## config.mk

```make
export PLATFORM = sky130hd
export DESIGN_NAME = bat_xlate_top
export DESIGN_NICKNAME = d
export VERILOG_FILES = /design/src/rtl/bat_xlate_pkg.sv /design/src/rtl/bat_pair_store.sv /design/src/rtl/bat_entry_eval.sv /design/src/rtl/bat_first_pick.sv /design/src/rtl/bat_xlate_top.sv
export SDC_FILE = /design/constraint.sdc
export NUM_CORES = 1
export LEC_CHECK = 0
export ABC_AREA = 1
export BUFFER_PORTS_ARGS = -buffer_cell sky130_fd_sc_hd__buf_2
export CAP_MARGIN = 15
export CORE_ASPECT_RATIO = 1.75
export CORE_MARGIN = 8
export CORE_UTILIZATION = 30
export CTS_CLUSTER_DIAMETER = 120
export CTS_CLUSTER_SIZE = 24
export DETAILED_ROUTE_END_ITERATION = 8
export GPL_ROUTABILITY_DRIVEN = 0
export PLACE_DENSITY = 0.49
export SLEW_MARGIN = 10
export SYNTH_ARGS = -nofsm -noshare
export SYNTH_HDL_FRONTEND = slang
export SYNTH_HIERARCHICAL = 1
export SYNTH_SLANG_ARGS = --single-unit
```

## constraint.sdc

```tcl
create_clock -name clk -period 5.2 [get_ports clk]
set_clock_uncertainty 0.1 [all_clocks]
set_input_delay 0 -clock clk [delete_from_list [all_inputs] [get_ports clk]]
set_output_delay 0 -clock clk [all_outputs]
set_load 0.01 [all_outputs]
```

## src/rtl/bat_xlate_pkg.sv

```systemverilog
// Package: shared sizes, field positions and types for the block address
// translator. Assumes a 32-bit address and 128 KiB minimum block granule.
package bat_xlate_pkg;
    parameter int ADDR_W   = 32;
    parameter int NUM_PAIR = 4;
    parameter int HI_W     = 4;              // high block field width
    parameter int LO_W     = 11;             // low block / length field width
    parameter int PG_W     = 5;              // pass-through page bits
    localparam int IDX_W   = $clog2(NUM_PAIR);
    localparam int HI_LSB  = ADDR_W - HI_W;  // 28
    localparam int LO_LSB  = HI_LSB - LO_W;  // 17
    localparam int PG_LSB  = LO_LSB - PG_W;  // 12
    localparam int BL_LSB  = 2;              // block length at 12:2
    localparam int VS_BIT  = 1;              // supervisor valid
    localparam int VU_BIT  = 0;              // user valid

    typedef enum logic [1:0] {
        ACC_LOAD  = 2'd0,
        ACC_STORE = 2'd1,
        ACC_FETCH = 2'd2,
        ACC_LOAD2 = 2'd3
    } acc_kind_e;

    typedef struct packed {
        logic exec;
        logic write;
        logic read;
    } rights_t;

    typedef struct packed {
        logic [ADDR_W-1:0] upper;
        logic [ADDR_W-1:0] lower;
    } pair_t;
endpackage

```

## src/rtl/bat_pair_store.sv

```systemverilog
// Module: register store for both banks of translation pairs.
// Assumes one word written per cycle; reset is synchronous, active low.
module bat_pair_store
    import bat_xlate_pkg::*;
(
    input  logic                 clk,
    input  logic                 rst_n,
    input  logic                 we,
    input  logic                 iside,
    input  logic [IDX_W-1:0]     idx,
    input  logic                 hi,
    input  logic [ADDR_W-1:0]    wdata,
    input  logic                 fetch_sel,
    output pair_t                sel_pairs [NUM_PAIR]
);
    pair_t ibank [NUM_PAIR];
    pair_t dbank [NUM_PAIR];

    for (genvar g = 0; g < NUM_PAIR; g++) begin : g_pair
        // Write or clear one instruction-bank pair.
        always_ff @(posedge clk) begin
            if (!rst_n) begin
                ibank[g] <= '0;
            end else if (we && iside && idx == IDX_W'(g)) begin
                if (hi) ibank[g].upper <= wdata;
                else    ibank[g].lower <= wdata;
            end
        end

        // Write or clear one data-bank pair.
        always_ff @(posedge clk) begin
            if (!rst_n) begin
                dbank[g] <= '0;
            end else if (we && !iside && idx == IDX_W'(g)) begin
                if (hi) dbank[g].upper <= wdata;
                else    dbank[g].lower <= wdata;
            end
        end

        // Present the bank matching the access side.
        always_comb begin
            sel_pairs[g] = fetch_sel ? ibank[g] : dbank[g];
        end
    end
endmodule

```

## src/rtl/bat_entry_eval.sv

```systemverilog
// Module: evaluates one pair against an effective address: match, privilege
// validity, protection decode and real-address merge. Purely combinational.
module bat_entry_eval
    import bat_xlate_pkg::*;
(
    input  pair_t              pair,
    input  logic [ADDR_W-1:0]  ea,
    input  logic               user,
    output logic               hit,
    output logic [ADDR_W-1:0]  ra,
    output rights_t            rights
);
    logic [LO_W-1:0] len_mask;
    logic            hi_eq;
    logic            lo_eq;
    logic            valid;
    logic [1:0]      prot;

    // Extract the block-length mask and compare the block fields.
    always_comb begin
        len_mask = pair.upper[BL_LSB +: LO_W];
        hi_eq    = ea[HI_LSB +: HI_W] == pair.upper[HI_LSB +: HI_W];
        lo_eq    = (ea[LO_LSB +: LO_W] & ~len_mask) == pair.upper[LO_LSB +: LO_W];
        valid    = user ? pair.upper[VU_BIT] : pair.upper[VS_BIT];
        hit      = hi_eq && lo_eq && valid;
    end

    // Decode the protection code into rights.
    always_comb begin
        prot   = pair.lower[1:0];
        rights = '0;
        if (prot != 2'd0) begin
            rights.read  = 1'b1;
            rights.exec  = 1'b1;
            rights.write = (prot == 2'd2);
        end
    end

    // Merge real block fields with masked and pass-through address bits.
    always_comb begin
        ra = '0;
        ra[HI_LSB +: HI_W] = pair.lower[HI_LSB +: HI_W];
        ra[LO_LSB +: LO_W] = pair.lower[LO_LSB +: LO_W] | (ea[LO_LSB +: LO_W] & len_mask);
        ra[PG_LSB +: PG_W] = ea[PG_LSB +: PG_W];
    end
endmodule

```

## src/rtl/bat_first_pick.sv

```systemverilog
// Module: priority selector; the lowest-index hitting entry supplies the
// result. Assumes per-entry address and rights are meaningful only on hit.
module bat_first_pick
    import bat_xlate_pkg::*;
(
    input  logic               hits   [NUM_PAIR],
    input  logic [ADDR_W-1:0]  ras    [NUM_PAIR],
    input  rights_t            rts    [NUM_PAIR],
    output logic               any_hit,
    output logic [ADDR_W-1:0]  pick_ra,
    output rights_t            pick_rt
);
    // Walk from the top index down so the lowest hitting index is kept.
    always_comb begin
        any_hit = 1'b0;
        pick_ra = '0;
        pick_rt = '0;
        for (int i = NUM_PAIR - 1; i >= 0; i--) begin
            if (hits[i]) begin
                any_hit = 1'b1;
                pick_ra = ras[i];
                pick_rt = rts[i];
            end
        end
    end
endmodule

```

## src/rtl/bat_xlate_top.sv

```systemverilog
// Module: block address translator top. Stores the pairs, evaluates the
// bank chosen by access kind, picks the first valid match and checks the
// requested access against its rights. Outputs are combinational.
module bat_xlate_top
    import bat_xlate_pkg::*;
(
    input  logic        clk,
    input  logic        rst_n,
    input  logic        cfg_we,
    input  logic        cfg_iside,
    input  logic [1:0]  cfg_idx,
    input  logic        cfg_hi,
    input  logic [31:0] cfg_wdata,
    input  logic [31:0] acc_ea,
    input  logic [1:0]  acc_kind,
    input  logic        acc_user,
    output logic        xl_hit,
    output logic [31:0] xl_ra,
    output logic [2:0]  xl_rights,
    output logic        xl_fault
);
    logic              is_fetch;
    pair_t             pairs  [NUM_PAIR];
    logic              e_hit  [NUM_PAIR];
    logic [ADDR_W-1:0] e_ra   [NUM_PAIR];
    rights_t           e_rt   [NUM_PAIR];
    logic              f_hit;
    logic [ADDR_W-1:0] f_ra;
    rights_t           f_rt;
    logic              allowed;

    // Fetches use the instruction bank; all other kinds use the data bank.
    always_comb is_fetch = (acc_kind_e'(acc_kind) == ACC_FETCH);

    bat_pair_store u_store (
        .clk       (clk),
        .rst_n     (rst_n),
        .we        (cfg_we),
        .iside     (cfg_iside),
        .idx       (cfg_idx),
        .hi        (cfg_hi),
        .wdata     (cfg_wdata),
        .fetch_sel (is_fetch),
        .sel_pairs (pairs)
    );

    for (genvar g = 0; g < NUM_PAIR; g++) begin : g_eval
        bat_entry_eval u_eval (
            .pair   (pairs[g]),
            .ea     (acc_ea),
            .user   (acc_user),
            .hit    (e_hit[g]),
            .ra     (e_ra[g]),
            .rights (e_rt[g])
        );
    end

    bat_first_pick u_pick (
        .hits    (e_hit),
        .ras     (e_ra),
        .rts     (e_rt),
        .any_hit (f_hit),
        .pick_ra (f_ra),
        .pick_rt (f_rt)
    );

    // Check the requested access against the chosen rights.
    always_comb begin
        case (acc_kind_e'(acc_kind))
            ACC_FETCH: allowed = f_rt.exec;
            ACC_STORE: allowed = f_rt.write;
            default:   allowed = f_rt.read;
        endcase
    end

    // Drive the result ports.
    always_comb begin
        xl_hit    = f_hit;
        xl_ra     = f_ra;
        xl_rights = f_rt;
        xl_fault  = f_hit && !allowed;
    end
endmodule

```

==> results of run 1 <==
==> area by class of cell <==
cell class,count,share of cell area
Clock buffer,19,0.02306
Antenna cell,1,0.0001214
Multi-Input combinational cell,1255,0.3241
Timing Repair Buffer,155,0.04951
Inverter,159,0.02967
Tap cell,812,0.04927
Sequential cell,360,0.5243
==> power breakdown <==
| part | total [µW] | switching (µW) | internal, µW |
|---|---|---|---|
| combinational | 655 | 418 | 237 |
| sequential | 3400 | 38.0 | 3360 |
| clock | 1560 | 901 | 656 |
| total | 5610 | 1360 | 4250 |
==> sequential cells by signal, indices dropped and copies added, names as in the netlist <==
signal         cells
u_store/dbank    180
u_store/ibank    180
==> layer usage <==
layer	up-vias	part of all wire	track usage	routed length (µm)
li1	6168	-	-	-
met1	6242	0.38	0.1568	20820
met2	231	0.54	0.2818	29140
met3	88	0.029	0.01379	1549
met4	4	0.047	0.06796	2542
met5	-	0.00041	0	22
==> worst min-delay path by stage <==
stage | slack (ns) | cells past startpoint | endpoint | from
3_3_place_gp | 0.23 | 4 | xl_ra[12] | acc_ea[12]
6_report | 0.001 | 3 | u_store/dbank[3][27] | cfg_wdata[27]
2_1_floorplan | 0.11 | 3 | xl_ra[12] | acc_ea[12]
4_1_cts | 0.0006 | 3 | u_store/dbank[3][27] | cfg_wdata[27]
5_1_grt | 0.04 | 3 | u_store/dbank[3][29] | cfg_wdata[29]
3_5_place_dp | 0.24 | 4 | xl_ra[12] | acc_ea[12]
==> repair_timing <==
action	in CTS	in global routing
endpoints found under the hold margin	200	0
endpoints found under the setup margin	0	0
hold buffers	21	0
gates resized for setup	0	0
==> per-stage QoR <==
step | cell area (µm²) | instances | util | setup WS (ns)
after floorplan | 19480 | 1995 | - | 2.893
after global placement | 19900 | 2718 | 0.3109 | 1.520
after detailed placement | 19920 | 2719 | 0.3111 | 1.498
after CTS | 20600 | 2759 | 0.3218 | 1.500
after global routing | 20620 | 2760 | 0.3220 | 1.273
final | 20620 | 2761 | 0.3221 | 1.609
==> flow_metrics.py, run 1 <==
metrics = {
    "cts": {
        "tritoncts": "done",
        "cts_max_level": 1,
        "cts.repair_timing.setup_buffer_count": 0,
        "tritoncts_num_sinks": 360,
        "cts.reportedPaths.clkPinSlew_ns": 0.10,
        "maximum_clock_insertion_buffer_count": 3,
        "root_buffer": "sky130_fd_sc_hd__clkbuf_16",
        "cts_buffers": 18,
    },
    "timing": {
        "period_share": 0.6905,
        "tightestPinTransition_ns": 1.197,
        "achievable-frequency_mhz": 278.5,
        "final_max_slew_viols": 0,
        "relSlewSlack": 0.1995,
        "final.hold.worst_slack_ns": 0.001345,
        "timing.final.hold_violations": 0,
        "report.final.setup_viol": 0,
        "grt_setup_unrepaired": "no",
        "finalSetupTns_ns": 0,
        "period_needed_ns": 3.591,
    },
    "worst_setup_path": {
        "critPathLaunch": "acc_kind[0]",
        "cp_data_required_time_ns": 5.10,
        "timing.critical_path.arrival_ns": 3.49,
        "worstSetupEndpointType": "output pin",
        "timing.critical_path.mode_cell": "sky130_fd_sc_hd__nand2_1",
        "critPathMaxStageDelay_ns": 0.47,
        "critical_path.top_delay_family": "buffers and inverters",
        "critical-path-slowest-cell": "sky130_fd_sc_hd__buf_4",
        "timing.critical_path.buf_inv": 6,
        "path_max_fanout": 36,
        "startpoint_type": "primary input",
        "path_class": "primary input to output pin",
        "timing.critical_path.to": "xl_fault",
        "critical_path_depth": 22,
        "crit_path_cell_trace": "buf_2 > inv_1 > ha_4 > buf_4 > buf_4 > mux2_2 > nand2_1 > nand2_1 > nor2_1 > nand2_1 > nor2_2 > nand2_1 > nor2_4 > buf_4 > a21oi_1 > nand2_1 > nand2_1 > nand2_1 > nand2_1 > nand2_1 > a21oi_2 > buf_2",
    },
    "pwr": {
        "worst_ir_drop_vdd_uv": 154.2,
        "p_total_uw": 5608,
        "p_per_area_nw_per_um2": 272.0,
        "leakage_uw": 0.008560,
    },
    "synth": {
        "post_synth_instance_area_um2": 19310,
        "post_synth_inst_count": 1951,
        "yosysWarningCount": 6,
        "synth_area_per_cell_um2": 9.898,
    },
    "floorplan": {
        "floorplan.die_area_um2": 73070,
        "floorplan.io_pins": 111,
        "die_w_um": 207.8,
        "core_footprint_um2": 64020,
        "fp.dieH_um": 351.6,
        "rows": 123,
        "initial_utilization": 0.3016,
    },
    "routing": {
        "final_antenna_net_count": 0,
        "vias_per_cell": 4.612,
        "post_drt_wl_per_cell_um": 19.58,
        "via_count": 12730,
        "detailedRoute.firstIterationViolations": 802,
        "finalWirelength_um": 54070,
        "post-route-drc-count": 0,
        "drt_first_pass_iters": 7,
    },
    "layout": {
        "final_common_cell": "sky130_fd_sc_hd__nor2_1",
        "layout.nets": 2025,
        "final_cell_mix": "sky130_fd_sc_hd__nor2_1 (450), sky130_fd_sc_hd__edfxtp_1 (360), sky130_fd_sc_hd__nand2_1 (331)",
        "layout.filler_cells": 6588,
        "syn2layout_area_growth_pct": 6.777,
        "proportion_of_layout_cells_with_a_drive_suffix_above_1": 0.2079,
        "ff_latch_area_um2": 10810,
        "multi_input_area_um2": 6683,
    },
    "global_routing": {
        "track_usage": 0.1453,
        "grt_pass1_wl_um": 80850,
        "grt_overflow": 0,
        "antenna_found_initial": 5,
        "vias_in_the_first_global_route": 12790,
        "pin_count_of_the_biggest_net_entering_global_routing": 61,
    },
    "placed_design": {
        "numPortBuffers": 94,
        "place_hpwl_um": 37870,
    },
    "job": {
        "cap_violations": 0,
    },
    "worst_hold_path": {
        "min_path_type": "primary input to flop",
    },
    "run_status": {
        "run_status": "finished, final reports clean",
    },
}
Power figures use the tool's default switching activity.
==> run 2: changes to the inputs <==
ABC_AREA = 0   (was 1)
clock period = 3.8 ns   (was 5.2 ns; I/O delays follow)
==> run 2 against run 1 <==
  * Core utilization rose by 0.24 points
  * Synthesized cell count down 22%
  * Area after synthesis about the same
  * Largest power group unchanged
  * Wire length increased by 9.7%
  * Global-route usage increased by 1.4 points
  * Critical path type is now flop to output pin
  * Die area barely moved
==> flow_metrics.py, run 2 <==
metrics = {
    "timing": {
        "report.final.setup_viol": 0,
        "finalSetupTns_ns": 0,
        "grt_setup_unrepaired": "no",
        "period_share": 0.9420,
        "final_max_slew_viols": 0,
        "tightestPinTransition_ns": 1.152,
        "achievable-frequency_mhz": 279.4,
        "relSlewSlack": 0.2292,
        "timing.final.hold_violations": 0,
        "period_needed_ns": 3.580,
    },
    "floorplan": {
        "rows": 123,
        "initial_utilization": 0.3016,
        "die_w_um": 207.8,
        "floorplan.io_pins": 111,
        "floorplan.die_area_um2": 73050,
        "core_footprint_um2": 64020,
        "fp.dieH_um": 351.6,
    },
    "worst_hold_path": {
        "min_from": "cfg_we",
        "worstHoldEndpoint": "u_store/dbank[3][40]",
        "min_path_type": "primary input to flop",
        "holdPathStages": 3,
    },
    "worst_setup_path": {
        "critical-path-slowest-cell": "sky130_fd_sc_hd__nor4_2",
        "crit_path_cell_trace": "mux2_2 > nor2b_1 > xnor2_2 > nand4_1 > nor4_2 > buf_4 > or3b_2 > o21ai_0 > a31oi_1 > buf_2",
        "worstSetupEndpointType": "output pin",
        "path_max_fanout": 2,
        "cp_data_required_time_ns": 3.70,
        "critPathMaxStageDelay_ns": 0.55,
        "timing.critical_path.arrival_ns": 3.48,
        "startpoint_type": "flop",
        "path_class": "flop to output pin",
    },
    "layout": {
        "syn2layout_area_growth_pct": 7.608,
        "proportion_of_layout_cells_with_a_drive_suffix_above_1": 0.3547,
        "finish.utilization": 0.3245,
        "largestRegisters": "u_store/dbank x180, u_store/ibank x180",
        "layout.filler_cells": 6383,
        "final_cell_mix": "sky130_fd_sc_hd__edfxtp_1 (360), sky130_fd_sc_hd__nor3_1 (302), sky130_fd_sc_hd__mux2_2 (184)",
        "final_common_cell": "sky130_fd_sc_hd__edfxtp_1",
        "final_design_area_no_fill_um2": 20780,
        "layout.nets": 1574,
    },
    "global_routing": {
        "grt_overflow": 0,
        "pin_count_of_the_biggest_net_entering_global_routing": 113,
        "antenna_found_initial": 9,
        "grt_pass1_wl_um": 86820,
        "vias_in_the_first_global_route": 12540,
        "track_usage": 0.1593,
    },
    "placed_design": {
        "placement.cell_area_um2": 20190,
        "numPortBuffers": 94,
        "place_hpwl_um": 38390,
    },
    "pwr": {
        "p_per_area_nw_per_um2": 378.3,
        "p_total_uw": 7860,
        "worst_ir_drop_vdd_uv": 227.0,
        "leakage_uw": 0.006563,
    },
    "job": {
        "cap_violations": 0,
    },
    "cts": {
        "maximum_clock_insertion_buffer_count": 3,
        "tritoncts": "done",
        "cts_buffers": 18,
        "cts.reportedPaths.clkPinSlew_ns": 0.10,
        "cts_max_level": 1,
        "root_buffer": "sky130_fd_sc_hd__clkbuf_16",
        "tritoncts_num_sinks": 360,
    },
    "synth": {
        "post_synth_instance_area_um2": 19310,
        "synth_area_per_cell_um2": 12.64,
        "yosysWarningCount": 6,
        "post_synth_inst_count": 1528,
    },
    "run_status": {
        "run_status": "finished, final reports clean",
    },
    "routing": {
        "via_count": 11990,
        "final_antenna_net_count": 0,
        "vias_per_cell": 5.180,
        "finalWirelength_um": 59310,
        "detailedRoute.firstIterationViolations": 660,
        "post_drt_wl_per_cell_um": 25.62,
        "drt_first_pass_iters": 7,
        "post-route-drc-count": 0,
    },
}
-- run 2: what timing repair did --
item                      in CTS  in global routing
hold endpoints to repair      66                  0
hold buffers                  10                  0
gates resized for setup        0                  0
buffers inserted               0                  0
-- run 2: metal layers --
metal / vias to the layer above / part of all wire / global-route usage
met5: - / 0.00046 / 0
met4: 4 / 0.036 / 0.05983
met3: 74 / 0.041 / 0.01992
met2: 289 / 0.54 / 0.3012
met1: 6200 / 0.39 / 0.1812
li1: 5424 / - / -
-- run 2: worst max path at each step --
stage                           end            startpoint  cells after the start
3_5_place_dp              xl_ra[30]           acc_kind[0]                     15
4_1_cts                   xl_ra[30]  u_store/dbank[1][39]                     10
6_report                  xl_ra[30]  u_store/dbank[1][39]                     10
2_1_floorplan  u_store/ibank[0][32]            cfg_idx[0]                      4
5_1_grt                    xl_fault  u_store/dbank[0][36]                     13
3_3_place_gp              xl_ra[30]           acc_kind[0]                     14
-- run 2: where the power goes --
part | internal [µW] | switching (µW)
logic | 375 | 688
registers | 4590 | 53.9
clock network | 899 | 1250
-- run 2: through the flow --
| step | hold slack (ns) | std cells | worst slack [ns] |
|---|---|---|---|
| floorplan | 0.1808 | 1572 | 0.5759 |
| global placement | 0.3156 | 2280 | 0.2421 |
| detailed placement | 0.3319 | 2280 | 0.2228 |
| CTS | 0.009078 | 2309 | 0.1222 |
| global route | 0.03581 | 2310 | 0.02193 |
| finish | 0.03877 | 2315 | 0.2205 |
-- run 2: final cells by class --
cell class                 count  area (µm²)  share of cell area
antenna                        6       15.01           0.0007227
clock buffer                  19       475.5             0.02288
inverter                      31       116.4            0.005601
multi-input combinational    918        7134              0.3434
sequential                   360       10810              0.5203
tap                          812        1016             0.04890
timing repair buffer         169        1209             0.05818
-- run 2: worst max-delay path: cells and delay by family, from the launching register on --
kind                      cells  cell delay (ns)
muxes                         1             0.31
and+or+nand+nor               4             1.48
AOI/OAI and AO/OA             2             0.21
buffers and inverters         2             0.42
DFF                           1             0.38
xor gates and xnor gates      1             0.14
